<file path="config.mk">
export PLATFORM = sky130hd
export DESIGN_NAME = dma_irq_agg
export DESIGN_NICKNAME = d
export VERILOG_FILES = /design/src/rtl/dma_irq_pkg.sv /design/src/rtl/dma_irq_bank.sv /design/src/rtl/dma_irq_rdmux.sv /design/src/rtl/dma_irq_agg.sv
export SDC_FILE = /design/constraint.sdc
export NUM_CORES = 1
export LEC_CHECK = 0
export ABC_AREA = 1
export ABC_CLOCK_PERIOD_IN_PS = 900
export BUFFER_PORTS_ARGS = -buffer_cell sky130_fd_sc_hd__buf_2
export CAP_MARGIN = 20
export CORE_MARGIN = 8
export CORE_UTILIZATION = 48
export DETAILED_ROUTE_END_ITERATION = 10
export GPL_ROUTABILITY_DRIVEN = 0
export GPL_TIMING_DRIVEN = 0
export HOLD_SLACK_MARGIN = 0.1
export MAX_ROUTING_LAYER = met4
export PLACE_DENSITY = 0.78
export SLEW_MARGIN = 20
export SYNTH_ARGS = -nofsm -noshare
export SYNTH_HDL_FRONTEND = slang
export SYNTH_SLANG_ARGS = --single-unit
export TNS_END_PERCENT = 1
</file>
<file path="constraint.sdc">
create_clock -name clk -period 0.9 [get_ports clk]
set_input_delay 0.09 -clock clk [delete_from_list [all_inputs] [get_ports clk]]
set_output_delay 0.09 -clock clk [all_outputs]
set_load 0.1 [all_outputs]
</file>
<file path="src/rtl/dma_irq_pkg.sv">
package dma_irq_pkg;
  localparam int DW       = 32;  // register width
  localparam int FW       = 4;   // bits per channel field
  localparam int CPW      = DW / FW;  // channels per word
  localparam int EVT_N    = 3;   // live event bits per field
  localparam int EV_HALF  = 0;
  localparam int EV_PKG   = 1;
  localparam int EV_QUEUE = 2;

  // Mask of the implemented bits in a packed word (reserved bits cleared).
  function automatic logic [DW-1:0] live_mask();
    logic [DW-1:0] m;
    m = '0;
    for (int c = 0; c < CPW; c++)
      for (int k = 0; k < EVT_N; k++)
        m[c*FW + k] = 1'b1;
    return m;
  endfunction

  // Bit position of event k of a channel inside its word.
  function automatic int field_bit(input int ch, input int k);
    return (ch % CPW) * FW + k;
  endfunction
endpackage

</file>
<file path="src/rtl/dma_irq_bank.sv">
module dma_irq_bank
  import dma_irq_pkg::*;
(
  input  logic          clk,
  input  logic          rst_n,
  input  logic          en_we,
  input  logic          clr_we,
  input  logic [DW-1:0] wdata,
  input  logic [CPW-1:0] evt_half,
  input  logic [CPW-1:0] evt_pkg,
  input  logic [CPW-1:0] evt_queue,
  output logic [DW-1:0] en_q,
  output logic [DW-1:0] pend_q,
  output logic          bank_irq
);
  localparam logic [DW-1:0] MASK = live_mask();

  logic [DW-1:0] evt_word;
  logic [DW-1:0] clr_word;
  logic [DW-1:0] pend_nxt;

  for (genvar c = 0; c < CPW; c++) begin : g_field
    logic [FW-1:0] fld;
    always_comb begin
      fld = '0;
      fld[EV_HALF]  = evt_half[c];
      fld[EV_PKG]   = evt_pkg[c];
      fld[EV_QUEUE] = evt_queue[c];
    end
    assign evt_word[c*FW +: FW] = fld;
  end

  assign clr_word = clr_we ? wdata : '0;
  assign pend_nxt = ((pend_q & ~clr_word) | evt_word) & MASK;

  always_ff @(posedge clk or negedge rst_n) begin
    if (!rst_n) begin
      en_q   <= '0;
      pend_q <= '0;
    end else begin
      if (en_we) en_q <= wdata & MASK;
      pend_q <= pend_nxt;
    end
  end

  assign bank_irq = |(en_q & pend_q);

  // a pending bit only rises when its event pulsed.
  a_r2_no_spurious_set: assert property (@(posedge clk) disable iff (!rst_n)
    1'b1 |=> ((pend_q & ~$past(pend_q) & ~$past(evt_word)) == '0));

  // every pulsed event is pending after the edge, whatever was written.
  a_r6_event_wins: assert property (@(posedge clk) disable iff (!rst_n)
    (evt_word != '0) |=> ((pend_q & $past(evt_word)) == $past(evt_word)));

  // a clear without a colliding event leaves the bit low.
  a_r5_clear_takes: assert property (@(posedge clk) disable iff (!rst_n)
    clr_we |=> ((pend_q & $past(wdata) & ~$past(evt_word)) == '0));

  // enables only move on a write to this bank.
  a_r3_en_hold: assert property (@(posedge clk) disable iff (!rst_n)
    !en_we |=> $stable(en_q));

  // reserved field bits never become set.
  a_r4_reserved_low: assert property (@(posedge clk) disable iff (!rst_n)
    ((en_q | pend_q) & ~MASK) == '0);
endmodule

</file>
<file path="src/rtl/dma_irq_rdmux.sv">
module dma_irq_rdmux
  import dma_irq_pkg::*;
#(
  parameter int NUM_BANK = 2,
  parameter int NUM_CH   = 16,
  parameter int ADDR_W   = 8,
  parameter int EN_OFF   = 'h00,
  parameter int PEND_OFF = 'h10,
  parameter int STAT_OFF = 'h30
) (
  input  logic [ADDR_W-1:0]      addr,
  input  logic [NUM_BANK*DW-1:0] en_all,
  input  logic [NUM_BANK*DW-1:0] pend_all,
  input  logic [NUM_CH-1:0]      busy,
  output logic [DW-1:0]          rdata
);
  always_comb begin
    rdata = '0;
    for (int b = 0; b < NUM_BANK; b++) begin
      if (addr == ADDR_W'(EN_OFF + 4*b))   rdata = en_all[b*DW +: DW];
      if (addr == ADDR_W'(PEND_OFF + 4*b)) rdata = pend_all[b*DW +: DW];
    end
    if (addr == ADDR_W'(STAT_OFF)) rdata = DW'(busy);
  end
endmodule

</file>
<file path="src/rtl/dma_irq_agg.sv">
module dma_irq_agg
  import dma_irq_pkg::*;
#(
  parameter int NUM_CH = 16,
  parameter int ADDR_W = 8
) (
  input  logic              clk,
  input  logic              rst_n,
  input  logic              bus_wr,
  input  logic [ADDR_W-1:0] bus_addr,
  input  logic [DW-1:0]     bus_wdata,
  output logic [DW-1:0]     bus_rdata,
  input  logic [NUM_CH-1:0] evt_half,
  input  logic [NUM_CH-1:0] evt_pkg,
  input  logic [NUM_CH-1:0] evt_queue,
  input  logic [NUM_CH-1:0] ch_busy,
  output logic              irq
);
  localparam int NUM_BANK = (NUM_CH + CPW - 1) / CPW;
  localparam int PAD_CH   = NUM_BANK * CPW;
  localparam int EN_OFF   = 'h00;
  localparam int PEND_OFF = 'h10;
  localparam int STAT_OFF = 'h30;

  logic [PAD_CH-1:0]      h_pad, p_pad, q_pad;
  logic [NUM_BANK*DW-1:0] en_all, pend_all;
  logic [NUM_BANK-1:0]    bank_irq;
  logic [NUM_BANK-1:0]    en_we, clr_we;

  assign h_pad = PAD_CH'(evt_half);
  assign p_pad = PAD_CH'(evt_pkg);
  assign q_pad = PAD_CH'(evt_queue);

  for (genvar b = 0; b < NUM_BANK; b++) begin : g_bank
    assign en_we[b]  = bus_wr && (bus_addr == ADDR_W'(EN_OFF + 4*b));
    assign clr_we[b] = bus_wr && (bus_addr == ADDR_W'(PEND_OFF + 4*b));

    dma_irq_bank u_bank (
      .clk      (clk),
      .rst_n    (rst_n),
      .en_we    (en_we[b]),
      .clr_we   (clr_we[b]),
      .wdata    (bus_wdata),
      .evt_half (h_pad[b*CPW +: CPW]),
      .evt_pkg  (p_pad[b*CPW +: CPW]),
      .evt_queue(q_pad[b*CPW +: CPW]),
      .en_q     (en_all[b*DW +: DW]),
      .pend_q   (pend_all[b*DW +: DW]),
      .bank_irq (bank_irq[b])
    );
  end

  dma_irq_rdmux #(
    .NUM_BANK(NUM_BANK), .NUM_CH(NUM_CH), .ADDR_W(ADDR_W),
    .EN_OFF(EN_OFF), .PEND_OFF(PEND_OFF), .STAT_OFF(STAT_OFF)
  ) u_rdmux (
    .addr    (bus_addr),
    .en_all  (en_all),
    .pend_all(pend_all),
    .busy    (ch_busy),
    .rdata   (bus_rdata)
  );

  assign irq = |bank_irq;

  // a write that hits no bank leaves every enable word unchanged.
  a_r9_stray_write_no_en: assert property (@(posedge clk) disable iff (!rst_n)
    (bus_wr && en_we == '0) |=> $stable(en_all));

  // with nothing pending the interrupt is low.
  a_r7_quiet_when_clear: assert property (@(posedge clk) disable iff (!rst_n)
    (pend_all == '0) |-> !irq);
endmodule

</file>
==> results of run 1 <==
-- logic make-up after synthesis --
kind of cell,count (synthesis),share of synthesized area [%]
other,1,0.0714
flip-flops,96,45.7
buffers and inverters,130,10.9
AND/OR/NAND/NOR,473,36.7
AO/OA/AOI/OAI,61,6.57
-- timing repair --
item,4_1_cts,5_1_grt
pin swaps,3,14
hold buffers,73,0
endpoints found under the hold margin,192,0
setup buffers,0,2
endpoints found under the setup margin,109,119
resized for setup,121,36
-- sequential cells by signal (all words and copies together), names as in the netlist --
| name | count |
|---|---|
| g_bank.u_bank.pend_q | 48 |
| g_bank.u_bank.en_q | 48 |
-- where the power goes --
group          total, uW  internal (uW)  switching [uW]
clock network       2820           1250            1570
logic               1600            693             903
registers           4500           4410            81.9
total               8910           6350            2560
-- layout by cell type (no fill, tap or decap), drive strengths merged --
| cell | n |
|---|---|
| clkinv | 1 |
| nand3b | 1 |
| nor2 | 84 |
| dfrtp | 96 |
| nand3 | 52 |
| nand4 | 1 |
| clkinvlp | 2 |
| o21ai | 50 |
| nor3 | 10 |
| inv | 99 |
| buf | 156 |
| nand2 | 325 |
| dlygate4sd3 | 73 |
| diode | 2 |
| conb | 4 |
| o21bai | 10 |
| clkbuf | 18 |
| a21oi | 1 |
-- path summary, 6_finish.rpt --
kind | end | cells after the start | slack [ps] | start
setup / recovery | irq | 7 | -800 | g_bank[1].u_bank.pend_q[22]$_DFF_PN0_
hold / removal | g_bank[1].u_bank.pend_q[14]$_DFF_PN0_ | 2 | 170 | rst_n
setup reg to reg | g_bank[0].u_bank.pend_q[24]$_DFF_PN0_ | 3 | 120 | g_bank[0].u_bank.pend_q[24]$_DFF_PN0_
hold reg to reg | g_bank[1].u_bank.en_q[13]$_DFFE_PN0P_ | 2 | 500 | g_bank[1].u_bank.en_q[13]$_DFFE_PN0P_
max in group asynchronous | g_bank[1].u_bank.pend_q[0]$_DFF_PN0_ | 3 | 130 | rst_n
min in group clk | g_bank[0].u_bank.en_q[29]$_DFFE_PN0P_ | 5 | 220 | bus_wr
-- cells in the mapped netlist, drive strengths merged --
| cell | n |
|---|---|
| inv | 99 |
| nor2 | 84 |
| a21oi | 1 |
| nand4 | 1 |
| buf | 26 |
| o21bai | 10 |
| conb | 1 |
| o21ai | 50 |
| nand3 | 52 |
| nand2 | 325 |
| nor3 | 10 |
| nand3b | 1 |
| clkbuf | 5 |
| dfrtp | 96 |
-- per-layer routing --
metal  up-vias  track usage, %
met4         0            10.3
met1      2592            29.4
met2       230            42.2
li1       2727               -
met3        40            4.20
met5         -               -
-- metrics by stage --
step | instances | utilization, % | total power (uW) | worst slack (ps)
2_1_floorplan | 764 | - | 5250 | -648
3_3_place_gp | 1031 | 58.5 | 5720 | -1270
3_5_place_dp | 1032 | 58.8 | 5760 | -986
4_1_cts | 1121 | 71.2 | 8800 | -817
5_1_grt | 1125 | 72.5 | 9280 | -885
6_report | 1125 | 72.5 | 8910 | -801
-- area by class of cell --
cell class,instances,area (um^2)
clock buffers,13,169
flip-flops and latches,96,2400
diodes,2,5.00
multi-input cells,538,2580
clock inverters,3,23.8
repair buffers,203,1750
well taps,140,175
plain buffers,31,282
inverters,99,407
fillers,829,2950
-- worst max-delay path: cells and delay by family, from the launching register on --
kind / cells / cell delay (ps)
buffers and inverters: 1 / 190
flip-flops: 1 / 420
AND/OR/NAND/NOR: 6 / 620
==> results.md, run 1 <==
- Status: finished, violations left
- Violated checks: setup timing
- Final ANT Viol Nets: 0
- DR vias/cell: 4.97
- Max-cap violations: 0
- Layout cells sized above 1: 25.3%
- Clock sinks: 96
- Final Hold Vio Count: 0
- Final nets: 1085
- Worst-path clk slew: 100 ps
- Met2 Wirelength: 8630 um
- Clock Tree Root: clkbuf_8
- # rows: 38
- Worst setup SP type: flip-flop
- YS warnings: 0
- PD cells: 1140 mW/mm^2
- Synth area leaders: dfrtp_1, nand2_1, inv_1, nor2_1, nand3_1
- Drt pass-1 iters: 5
- Period minus WS final: 1700 ps
- Mapped cell area: 0.00525 mm^2
- Synth cell types: 24
- I/O pin cnt: 140
- Crit end category: output port
- Largest net degree at the start of global routing: 66
- Cells after Synth: 761
- TritonCTS buffer count: 9
- Top Metal Used: met4
- Sequential element share of the synthesized area: 45.7%
- DRC: 0
- Die Y: 121 um
- Core area: 0.0107 mm^2
- Area Growth Syn to Fin: 48.4%
- Leak: 0.00417 uW
- Clock tree buffer depth: 2
- Final setup viols: 78
- Critical path class: flip-flop to output port
- M1 WL: 7010 um
- CTS tree: built
- First-pass GRT wire length: 28400 um
- CP peak stage delay: 420 ps
- Routed wl met3: 1120 um
- Detailed Place HPWL: 11200 um
- Vias in the first global route: 5812
- Area after DPL: 0.00632 mm^2
- Starting Density: 48.9%
- WL per Instance: 15.4 um
- CP Data Required Time: 810 ps
- # port buffers: 127
- Fin crit share: 189%
- Setup_tns: -16790 ps
- Critical-path cell list: nand2_1 > nand2_1 > nor2_2 > nand3_2 > nor2_4 > nand3_2 > buf_12
- CP max stage cell: dfrtp_1
- Total wire length: 17300 um
- Max Freq: 0.588 GHz
- Iter 0 DRT Violations: 517
- Total Routing Usage GR: 25.1%
- Cell taking the most area after synthesis: dfrtp_1
- Synth top area share: 45.7%
- Syn Area/Cell: 6.90 um^2
- Grt ovf: 0
- Final Instance Area: 0.00779 mm^2
- RSZ-0062 raised after global routing: yes
- Setup Skew: 0 ps
- VDD IR max: 927 uV
- Hold Path Class: primary input to asynchronous set/reset pin
- Die Wd: 121 um
- CP max FO: 3
- Via count: 5589
- CP arrival: 1610 ps
- Setup WS post-layout: -801 ps
- H-tree levels: 3
- Die area: 0.0145 mm^2
- Clock insertion delay at the later pin of the skew report: 360 ps
- Initial antenna violation count: 2
- Hold WS: 167 ps
- Max-slew violation total from the final report: 0
- Synthesized flop and latch total: 96
No activity file was read; power rests on OpenSTA's default activity.
==> run 2: changes to the inputs <==
CORE_MARGIN = 2   (was 8)
==> run 2 against run 1 <==
The flow still finishes with violations (setup timing). Global-route usage is 5.5 points higher. Cell area is 0.71% higher. Non-clock buffer count is 10 higher. Utilization is 0.51 points higher. Routed wire length is 2.9% lower. Sequential share of layout area is 0.22 points lower. Die area is 19% lower. Hold slack worse by 37 ps. Count of clock-buffer cells in the layout is 3 lower. Via count is 1.4% higher. Largest power group unchanged.
==> results.md, run 2 (synthesis results as in run 1) <==
- Die area: 0.0118 mm^2 (was 0.0145 mm^2)
- Final ANT Viol Nets: 0 (unchanged)
- Detailed Place HPWL: 10500 um (was 11200 um)
- # diodes: 0 (was 2)
- I/O pin cnt: 140 (unchanged)
- Drt pass-1 iters: 5 (unchanged)
- CP max FO: 3 (unchanged)
- DR vias/cell: 5.00 (was 4.97)
- Starting Density: 48.9% (unchanged)
- Final setup viols: 73 (was 78)
- First-pass GRT wire length: 26900 um (was 28400 um)
- Area after DPL: 0.00632 mm^2 (unchanged)
- FILL cells: 795 (was 829)
- # rows: 38 (unchanged)
- Status: finished, violations left (unchanged)
- Max Freq: 0.583 GHz (was 0.588 GHz)
- # port buffers: 127 (unchanged)
- Clock insertion delay at the later pin of the skew report: 360 ps (about the same)
- Worst-path clk slew: 100 ps (about the same)
- Total wire length: 16800 um (was 17300 um)
- Die Y: 109 um (was 121 um)
- Final Non-Filler Cells: 1133 (was 1125)
- Worst setup SP type: flip-flop (unchanged)
- Hold Path Class: primary input to asynchronous set/reset pin (unchanged)
- Commonest cells after routing, fill and taps aside: nand2_1, buf_2, dfrtp_1 (unchanged)
- Clock sinks: 96 (unchanged)
- Final Instance Area: 0.00785 mm^2 (was 0.00779 mm^2)
- Final nets: 1095 (was 1085)
- Violated checks: setup timing (unchanged)
- DRC: 0 (unchanged)
- WL per Instance: 14.8 um (was 15.4 um)
- TritonCTS buffer count: 9 (unchanged)
- Commonest non-fill, non-tap cell in the layout: nand2_1 (unchanged)
- Iter 0 DRT Violations: 485 (was 517)
- Placed cells: 1032 (unchanged)
- Die Wd: 109 um (was 121 um)
- CP Data Required Time: 810 ps (about the same)
- Clock Tree Root: clkbuf_8 (unchanged)
- Largest net degree at the start of global routing: 72 (was 66)
- Area Growth Syn to Fin: 49.5% (was 48.4%)
- PD cells: 1180 mW/mm^2 (was 1140 mW/mm^2)
- Vias in the first global route: 5643 (was 5812)
- Max-cap violations: 0 (unchanged)
- Setup Skew: 0 ps (unchanged)
- CTS tree: built (unchanged)
- Total Routing Usage GR: 30.6% (was 25.1%)
- Period minus WS final: 1710 ps (was 1700 ps)
- Fin crit share: 190% (was 189%)
- Clock tree buffer depth: 2 (unchanged)
- Layout cells sized above 1: 26.2% (was 25.3%)
- Via count: 5668 (was 5589)
- Critical path class: flip-flop to output port (unchanged)
- CP arrival: 1620 ps (was 1610 ps)
- Grt ovf: 0 (unchanged)
- H-tree levels: 3 (unchanged)
- Core area: 0.0107 mm^2 (unchanged)
- Setup WS post-layout: -814 ps (was -801 ps)
- Final core utilization: 73.1% (was 72.5%)
- Final Hold Vio Count: 0 (unchanged)
- VDD IR max: 899 uV (was 927 uV)
- Crit end category: output port (unchanged)
- Leak: 0.00427 uW (was 0.00417 uW)
- Hold WS: 130 ps (was 167 ps)
- Regs by FF count: g_bank.u_bank.en_q (48), g_bank.u_bank.pend_q (48) (unchanged)
- Max-slew violation total from the final report: 0 (unchanged)
- Setup_tns: -16630 ps (was -16790 ps)
- Initial antenna violation count: 0 (was 2)
- RSZ-0062 raised after global routing: yes (unchanged)
run 2: cell type report:
| type | instances | area, um^2 | share of cell area [%] |
|---|---|---|---|
| flip-flops and latches | 96 | 2400 | 30.6 |
| repair buffers | 213 | 1820 | 23.2 |
| multi-input cells | 538 | 2560 | 32.6 |
| clock inverters | 6 | 91.3 | 1.16 |
| inverters | 99 | 407 | 5.18 |
| clock buffers | 10 | 128 | 1.63 |
| well taps | 140 | 175 | 2.23 |
| plain buffers | 31 | 268 | 3.41 |
run 2: worst paths after layout:
kind / startpoint / slack [ps] / end / depth (start not counted)
worst min register to register: g_bank[1].u_bank.pend_q[9]$_DFF_PN0_ / 510 / g_bank[1].u_bank.pend_q[9]$_DFF_PN0_ / 2
worst max register to register: g_bank[1].u_bank.pend_q[21]$_DFF_PN0_ / 40 / g_bank[1].u_bank.pend_q[21]$_DFF_PN0_ / 4
worst max-delay path: g_bank[1].u_bank.pend_q[1]$_DFF_PN0_ / -810 / irq / 7
max in group asynchronous: rst_n / 130 / g_bank[1].u_bank.en_q[0]$_DFFE_PN0P_ / 3
min in group clk: bus_wr / 190 / g_bank[0].u_bank.en_q[30]$_DFFE_PN0P_ / 5
worst min-delay path: rst_n / 130 / g_bank[1].u_bank.pend_q[22]$_DFF_PN0_ / 2
run 2: metal layers:
metal / part of all wire, % / up-vias / track usage [%] / wire length, um
li1: - / 2746 / - / -
met1: 41 / 2646 / 37.1 / 6880
met2: 50 / 232 / 51.8 / 8410
met3: 6.2 / 44 / 3.92 / 1040
met4: 2.6 / 0 / 12.3 / 437
met5: 0 / - / - / 0
run 2: critical path, cell delays in order (launching register included):
cell     delay (ps)
dfrtp_1         410
nand2_1          70
nand2_1          60
nor2_1          140
nand2_1         130
nor2_1          150
nand3_2         110
buf_12          180
run 2: repair_timing:
| item | 4_1_cts | 5_1_grt |
|---|---|---|
| hold endpoints to repair | 192 | 0 |
| setup endpoints to repair | 112 | 118 |
| buffers inserted | 9 | 3 |
| hold buffers | 73 | 0 |
| pin swaps | 8 | 6 |
| resized for setup | 122 | 30 |
run 2: metrics by stage:
stage / setup WS, ps / power (uW)
global placement: -1250 / 5730
global route: -862 / 9680
detailed placement: -1030 / 5760
finish: -814 / 9290
CTS: -767 / 9260
floorplan: -648 / 5250
run 2: power breakdown:
group          internal, uW  total (uW)  switching (uW)
sequential             4410        4490            79.6
combinational           695        1600             907
clock                  1580        3200            1610
